File: src/rtl/mm_copy_dma.sv
module mm_copy_dma #(
  parameter int DW = 32,
  parameter int AW = 32,
  parameter int LW = 26,
  parameter int MAXB = 32,
  parameter int DEPTH = 128
)(
  input  logic                    clk,
  input  logic                    rst_n,
  input  logic                    csr_we,
  input  logic [2:0]              csr_addr,
  input  logic [31:0]             csr_wdata,
  output logic [31:0]             csr_rdata,
  output logic                    rd_req,
  output logic [AW-1:0]           rd_addr,
  output logic [$clog2(MAXB):0]   rd_burst,
  input  logic                    rd_wait,
  input  logic                    rd_valid,
  input  logic [DW-1:0]           rd_data,
  output logic                    wr_req,
  output logic [AW-1:0]           wr_addr,
  output logic [$clog2(MAXB):0]   wr_burst,
  output logic [DW-1:0]           wr_data,
  output logic [DW/8-1:0]         wr_be,
  input  logic                    wr_wait
);
  localparam int NB   = DW / 8;
  localparam int LB   = $clog2(NB);
  localparam int BCW  = $clog2(MAXB) + 1;
  localparam int PW   = $clog2(DEPTH);
  localparam int CW   = PW + 1;
  localparam int XW   = LW + 1;
  localparam int FULLW = LB;
  localparam int B_BM = 3;
  localparam int B_ZS = 4;
  localparam int B_GO = 5;

  logic [2:0]      wsel;
  logic            bmode, zstop, busy, done, err;
  logic [LW-1:0]   len_q, rd_left;
  logic [AW-1:0]   src_q, dst_q, rd_addr_q, wr_addr_q;
  logic [CW-1:0]   cnt, pend;
  logic [PW-1:0]   wp, rp;
  logic [LB-1:0]   ret_lane;
  logic [DW-1:0]   mem [DEPTH];
  logic            rd_req_q, wr_act;
  logic [BCW-1:0]  rd_burst_q, wr_burst_q, wr_k;

  function automatic logic [XW-1:0] mn(input logic [XW-1:0] a, input logic [XW-1:0] b);
    return (a < b) ? a : b;
  endfunction

  function automatic logic [XW-1:0] nbeats(input logic [LW-1:0] n, input logic [2:0] w);
    return (XW'(n) + (XW'(1) << w) - XW'(1)) >> w;
  endfunction

  function automatic logic [LW-1:0] dec(input logic [LW-1:0] n, input logic [XW-1:0] d);
    return (XW'(n) > d) ? LW'(XW'(n) - d) : '0;
  endfunction

  logic [XW-1:0] wb, cap, room, rd_n, wr_need;
  logic rd_issue, wr_start, wr_beat, push, pop, ctl_wr, illegal, quiet, finish;

  assign wb       = XW'(1) << wsel;
  assign cap      = bmode ? XW'(MAXB) : XW'(1);
  assign room     = XW'(DEPTH) - XW'(cnt) - XW'(pend);
  assign rd_n     = mn(mn(cap, nbeats(rd_left, wsel)), room);
  assign wr_need  = mn(cap, nbeats(len_q, wsel));
  assign rd_issue = busy && !rd_req_q && (rd_left != '0) && (room != '0);
  assign wr_start = busy && !wr_act && (len_q != '0) && (XW'(cnt) >= wr_need);
  assign wr_beat  = wr_act && !wr_wait;
  assign push     = rd_valid;
  assign pop      = wr_beat;
  assign ctl_wr   = csr_we && (csr_addr == 3'd1);
  assign illegal  = (csr_wdata[2:0] > 3'(FULLW)) ||
                    (csr_wdata[B_BM] && (csr_wdata[2:0] != 3'(FULLW)));
  assign quiet    = !wr_act && !rd_req_q && (cnt == '0) && (pend == '0);
  assign finish   = busy && (len_q == '0) && quiet &&
                    (zstop || (ctl_wr && !csr_wdata[B_GO]));

  always_ff @(posedge clk) begin
    if (!rst_n) begin
      wsel <= '0; bmode <= 1'b0; zstop <= 1'b0;
      busy <= 1'b0; done <= 1'b0; err <= 1'b0;
      len_q <= '0; rd_left <= '0; src_q <= '0; dst_q <= '0;
      rd_addr_q <= '0; wr_addr_q <= '0;
      cnt <= '0; pend <= '0; wp <= '0; rp <= '0; ret_lane <= '0;
      rd_req_q <= 1'b0; wr_act <= 1'b0;
      rd_burst_q <= '0; wr_burst_q <= '0; wr_k <= '0;
    end else begin
      if (csr_we && !busy) begin
        case (csr_addr)
          3'd2: len_q <= csr_wdata[LW-1:0];
          3'd3: src_q <= AW'(csr_wdata);
          3'd4: dst_q <= AW'(csr_wdata);
          default: ;
        endcase
      end
      if (csr_we && csr_addr == 3'd0) begin
        done <= 1'b0;
        err  <= 1'b0;
      end
      if (ctl_wr && !busy) begin
        wsel  <= csr_wdata[2:0];
        bmode <= csr_wdata[B_BM];
        zstop <= csr_wdata[B_ZS];
        if (csr_wdata[B_GO]) begin
          if (illegal) begin
            done <= 1'b1;
            err  <= 1'b1;
          end else begin
            busy     <= 1'b1;
            done     <= 1'b0;
            err      <= 1'b0;
            rd_left  <= len_q;
            ret_lane <= src_q[LB-1:0];
          end
        end
      end
      if (finish) begin
        busy <= 1'b0;
        done <= 1'b1;
      end

      if (rd_issue) begin
        rd_req_q   <= 1'b1;
        rd_burst_q <= BCW'(rd_n);
        rd_addr_q  <= src_q;
        src_q      <= src_q + AW'(rd_n << wsel);
        rd_left    <= dec(rd_left, rd_n << wsel);
      end else if (rd_req_q && !rd_wait) begin
        rd_req_q <= 1'b0;
      end
      pend <= pend + (rd_issue ? CW'(rd_n) : '0) - CW'(push);
      cnt  <= cnt + CW'(push) - CW'(pop);
      if (push) begin
        wp       <= wp + 1'b1;
        ret_lane <= ret_lane + LB'(wb);
      end

      if (wr_start) begin
        wr_act     <= 1'b1;
        wr_burst_q <= BCW'(wr_need);
        wr_k       <= BCW'(wr_need);
        wr_addr_q  <= dst_q;
      end
      if (wr_beat) begin
        rp    <= rp + 1'b1;
        dst_q <= dst_q + AW'(wb);
        len_q <= dec(len_q, wb);
        wr_k  <= wr_k - 1'b1;
        if (wr_k == BCW'(1)) wr_act <= 1'b0;
      end
    end
  end

  always_ff @(posedge clk) begin
    if (push) mem[wp] <= rd_data >> {ret_lane, 3'b000};
  end

  logic [2*NB-1:0] lane_mask;
  assign lane_mask = ((2*NB)'(1) << wb) - (2*NB)'(1);

  assign rd_req   = rd_req_q;
  assign rd_addr  = rd_addr_q;
  assign rd_burst = rd_burst_q;
  assign wr_req   = wr_act;
  assign wr_addr  = wr_addr_q;
  assign wr_burst = wr_burst_q;
  assign wr_data  = mem[rp] << {dst_q[LB-1:0], 3'b000};
  assign wr_be    = lane_mask[NB-1:0] << dst_q[LB-1:0];

  always_comb begin
    case (csr_addr)
      3'd0:    csr_rdata = {29'b0, err, busy, done};
      3'd1:    csr_rdata = {26'b0, busy, zstop, bmode, wsel};
      3'd2:    csr_rdata = 32'(len_q);
      3'd3:    csr_rdata = 32'(src_q);
      3'd4:    csr_rdata = 32'(dst_q);
      default: csr_rdata = '0;
    endcase
  end
endmodule


File: config.mk
export PLATFORM = sky130hd
export DESIGN_NAME = mm_copy_dma
export DESIGN_NICKNAME = d
export VERILOG_FILES = /design/src/rtl/mm_copy_dma.sv
export SDC_FILE = /design/constraint.sdc
export NUM_CORES = 2
export LEC_CHECK = 0
export BUFFER_PORTS_ARGS = -buffer_cell sky130_fd_sc_hd__buf_2
export CAP_MARGIN = 20
export CELL_PAD_IN_SITES_DETAIL_PLACEMENT = 1
export CELL_PAD_IN_SITES_GLOBAL_PLACEMENT = 1
export CORE_ASPECT_RATIO = 1.75
export CORE_MARGIN = 4
export CORE_UTILIZATION = 56
export CTS_CLUSTER_DIAMETER = 120
export DETAILED_ROUTE_END_ITERATION = 12
export GPL_TIMING_DRIVEN = 0
export PLACE_DENSITY_LB_ADDON = 0.12
export SLEW_MARGIN = 20
export SYNTH_ARGS = -nofsm -noshare
export SYNTH_HDL_FRONTEND = slang
export SYNTH_SLANG_ARGS = --single-unit
File: constraint.sdc
create_clock -name clk -period 17.33 [get_ports clk]
set_clock_uncertainty 0.15 [all_clocks]
set_input_delay 0.8665 -clock clk [delete_from_list [all_inputs] [get_ports clk]]
set_output_delay 0.8665 -clock clk [all_outputs]
set_load 0.01 [all_outputs]
==> impl_metrics.yaml <==
setup_path:
  cp.arrival_ns: 17.19
  rr_worst_depth: 58
  worst_r2r_endpoint: "src_q[31]"
  slowest_stage: "buf_2"
  cp-startpoint: "wsel[1]"
  start_kind: "flop"
  path_class: "flop to flop"
  cp_max_fo: 10
  ff2ff_setup_slack_ns: 0.80
  crit_top_cell: "a21oi_1"
  required_ns: 17.99
  worstReg2RegStart: "wsel[1]"
  crit_path_end_kind: "flop"
  slowest_delay_ns: 0.63
finish:
  fill_cells: 25860
  fin_area_um2: 208400
  nets: 10510
  area_delta_synth_final_pct: 16.44
  drive_gt1_frac: 0.2908
  multi_input_area_um2: 49920
  utilization: 0.6552
  ff_latch_area_um2: 127900
pwr:
  leakagePower_nw: 65.97
  power.switching_mw: 6.890
  power.internal_mw: 17.78
  vdd_drop_max_mv: 0.1124
  power.combinational.fraction: 0.154
  switching_share: 0.2792
  power_density_nw_per_um2: 118.4
  p_clk_frac: 0.368
  p_seq_frac: 0.478
floorplan:
  coreArea_um2: 318100
  dieWidth_um: 435.4
  die_y_um: 755.9
  start_util: 0.5627
  design.die.area_um2: 329100
  ios: 219
  num_rows: 274
cts:
  cts-root-buf: "clkbuf_16"
  path_clk_slew_ns: 0.07
  worstSkewPairLatency_ns: 1.01
  cts_sinks: 4343
  cts_tree: "yes"
  htreeDepth: 5
  cts_buffers: 381
  clockBufferDepth: 4
  cts_setup_buffers: 0
synthesis:
  async_flop_share: 0
  ys_types: 100
  synth_simple_gate_area_share: 0.03180
  yosys_warnings: 0
  syn-cell-area_um2: 179000
  muxShareOfSynthArea: 0.1799
  yosys.area_share.xor_xnor: 0.005899
  synth_area_per_cell_um2: 19.59
  synth_fa_ha_area_frac: 0.01813
  ys_seq_area_frac: 0.7147
  synth_top_family_by_area: "multiplexers"
  netlist.area_leader.share: 0.6871
  ys.flop_type: "edfxtp_1"
  synth_top_cells_by_area: "edfxtp_1 (69%), mux4_2 (17%), dfxtp_1 (2.8%), ha_1 (1.7%), nor2_1 (0.89%)"
  yosysTopAreaCell: "edfxtp_1"
  ys_seq_elements: 4343
  synth_compound_area_frac: 0.03458
  netlist_instances: 9139
  synth-edff-count: 4096
routing:
  vias: 108900
  route.antenna.remaining_nets: 0
  drt-initial-drc-count: 17920
  viasPerCell: 7.418
  dr.pass1.iters: 8
  post_drt_wl_per_cell_um: 51.12
  drc: 0
  routed_wl_mm: 750.3
place:
  dpl.hpwl_mm: 495.0
  post_dp_cell_area_um2: 195500
  gp_congestion: 1.028
  portBuffers: 216
grt:
  grt_pass1_vias: 111500
  overflow: 0
  grt_max_degree: 77
  antenna_found_initial: 85
  grt_pass1_wl_mm: 993.4
  grtUsageTotal: 0.4534
timing:
  fin_crit_sh: 0.9539
  relSlewSlack: -0.005715
  slew_violations: 8
  finalCriticalPeriod_ns: 16.53
  hold_violations: 0
  fin_hold_ws_ns: 0.09387
  rsz0062_at_grt: "false"
  fmax_mhz: 60.49
  worst_slew_pin_slew_ns: 1.505
  setup_viol: 0
run_status:
  violations: "max-slew violations"
  status: "complete, but fails checks"
run:
  cap_viol_max_count: 0
hold_path:
  holdPathStages: 3
  hold_path_startpoint: "csr_wdata[27]"
  min_path_type: "input pin to flop"
  hold_end: "dst_q[27]"
## registers in the layout, summed over array words and instances (netlist names), 2 cells and up, named ones only
| name | count |
|---|---|
| wsel | 3 |
| rd_left | 26 |
| wp | 7 |
| rd_burst | 6 |
| wr_burst | 6 |
| rd_addr | 32 |
| wr_k | 6 |
| pend | 8 |
| dst_q | 32 |
| src_q | 32 |
| cnt | 8 |
| wr_addr | 32 |
| mem | 4096 |
| rp | 7 |
| ret_lane | 2 |
| len_q | 26 |
## Yosys cell counts, drive strengths merged (24+ instances only)
| master | count |
|---|---|
| clkbuf | 338 |
| nor2b | 63 |
| edfxtp | 4096 |
| inv | 215 |
| nand2 | 373 |
| mux4 | 1355 |
| xor2 | 38 |
| a21oi | 296 |
| ha | 245 |
| xnor2 | 80 |
| a211oi | 94 |
| mux2 | 35 |
| mux2i | 129 |
| o21ai | 214 |
| buf | 153 |
| nand3 | 83 |
| a31oi | 24 |
| and2 | 38 |
| a21o | 53 |
| nor3 | 75 |
| dfxtp | 247 |
| nand2b | 38 |
| nand4 | 38 |
| nor2 | 424 |
## worst max-delay path by stage
| stage | to | cells past startpoint |
|---|---|---|
| after global routing | src_q[30] | 59 |
| after detailed placement | src_q[31] | 59 |
| after global placement | src_q[31] | 59 |
| after floorplan | rd_left[11] | 61 |
| final | src_q[31] | 58 |
| after CTS | rd_left[25] | 60 |
## power groups by stage
stage | Clock (mW) | Sequential, mW | Combinational [mW]
after floorplan | 0 | 12.1 | 1.93
after global placement | 0 | 12.2 | 3.10
after detailed placement | 0 | 12.0 | 3.58
after CTS | 9.02 | 11.8 | 3.63
after global routing | 9.48 | 11.8 | 3.99
final | 9.09 | 11.8 | 3.80
## what timing repair did
action | in CTS | in global routing
resized for setup | 17 | 20
hold endpoints to repair | 1 | 0
hold buffers | 1 | 0
gates cloned | 0 | 0
setup endpoints to repair | 44 | 36
## area by class of cell
cell class	count	share of cell area
diodes	42	0.0005042
plain buffers	489	0.01013
clock buffers	445	0.04771
clock inverters	249	0.01279
inverters	217	0.003908
multi-input cells	4109	0.2395
flip-flops and latches	4343	0.6138
well taps	4140	0.02485
repair buffers	643	0.04680
## cell usage in the layout (no fill, tap or decap), types with 39 or more instances in the layout
cell,count
edfxtp_1,4096
mux4_2,1355
clkbuf_16,389
nand2_1,370
nor2_1,291
a21oi_1,284
clkbuf_1,283
buf_2,281
dfxtp_1,247
ha_1,245
buf_12,219
inv_1,214
o21ai_0,189
clkbuf_2,139
nor2_4,128
buf_16,126
mux2i_1,117
a211oi_1,87
nand3_1,81
xnor2_1,80
clkinv_1,72
nor2b_1,63
nor3_1,62
clkinv_2,60
buf_1,54
a21o_1,53
bufinv_16,44
diode_2,42
buf_4,39
## metal layers
layer,up-vias,global-route usage,part of all wire
met1,55550,0.4708,0.27
met5,-,0,0.00036
met4,40,0.4345,0.13
li1,39750,-,-
met3,3080,0.1145,0.11
met2,10460,0.7472,0.48
## critical path, delay by kind of cell, from the launching register on
kind	cells	cell delay, ns
mux	1	0.31
fa+ha+maj	5	1.63
buf+inv	10	3.06
flops	1	0.31
compound gates	29	7.57
xor+xnor	2	0.71
simple gates	11	2.58
## through the flow
stage          setup TNS [ns]  setup WS [ns]  instances  power [mW]
2_1_floorplan               0          4.708       9160       14.02
3_3_place_gp          -173.09         -3.295      13520       15.31
3_5_place_dp           -61.87         -2.382      13940       15.60
4_1_cts                     0       0.003356      14630       24.44
5_1_grt                     0         0.1046      14650       25.25
6_report                    0         0.7991      14680       24.67
## cell families (layout without fill, tap and decap cells)
kind of cell	Yosys count	after routing
compound gates	955	955
fa+ha+maj	254	254
flops	4343	4343
other cells	2	65
simple gates	1239	1239
buf+inv	708	2043
mux	1519	1519
xor+xnor	119	119
Power figures use the tool's default switching activity.
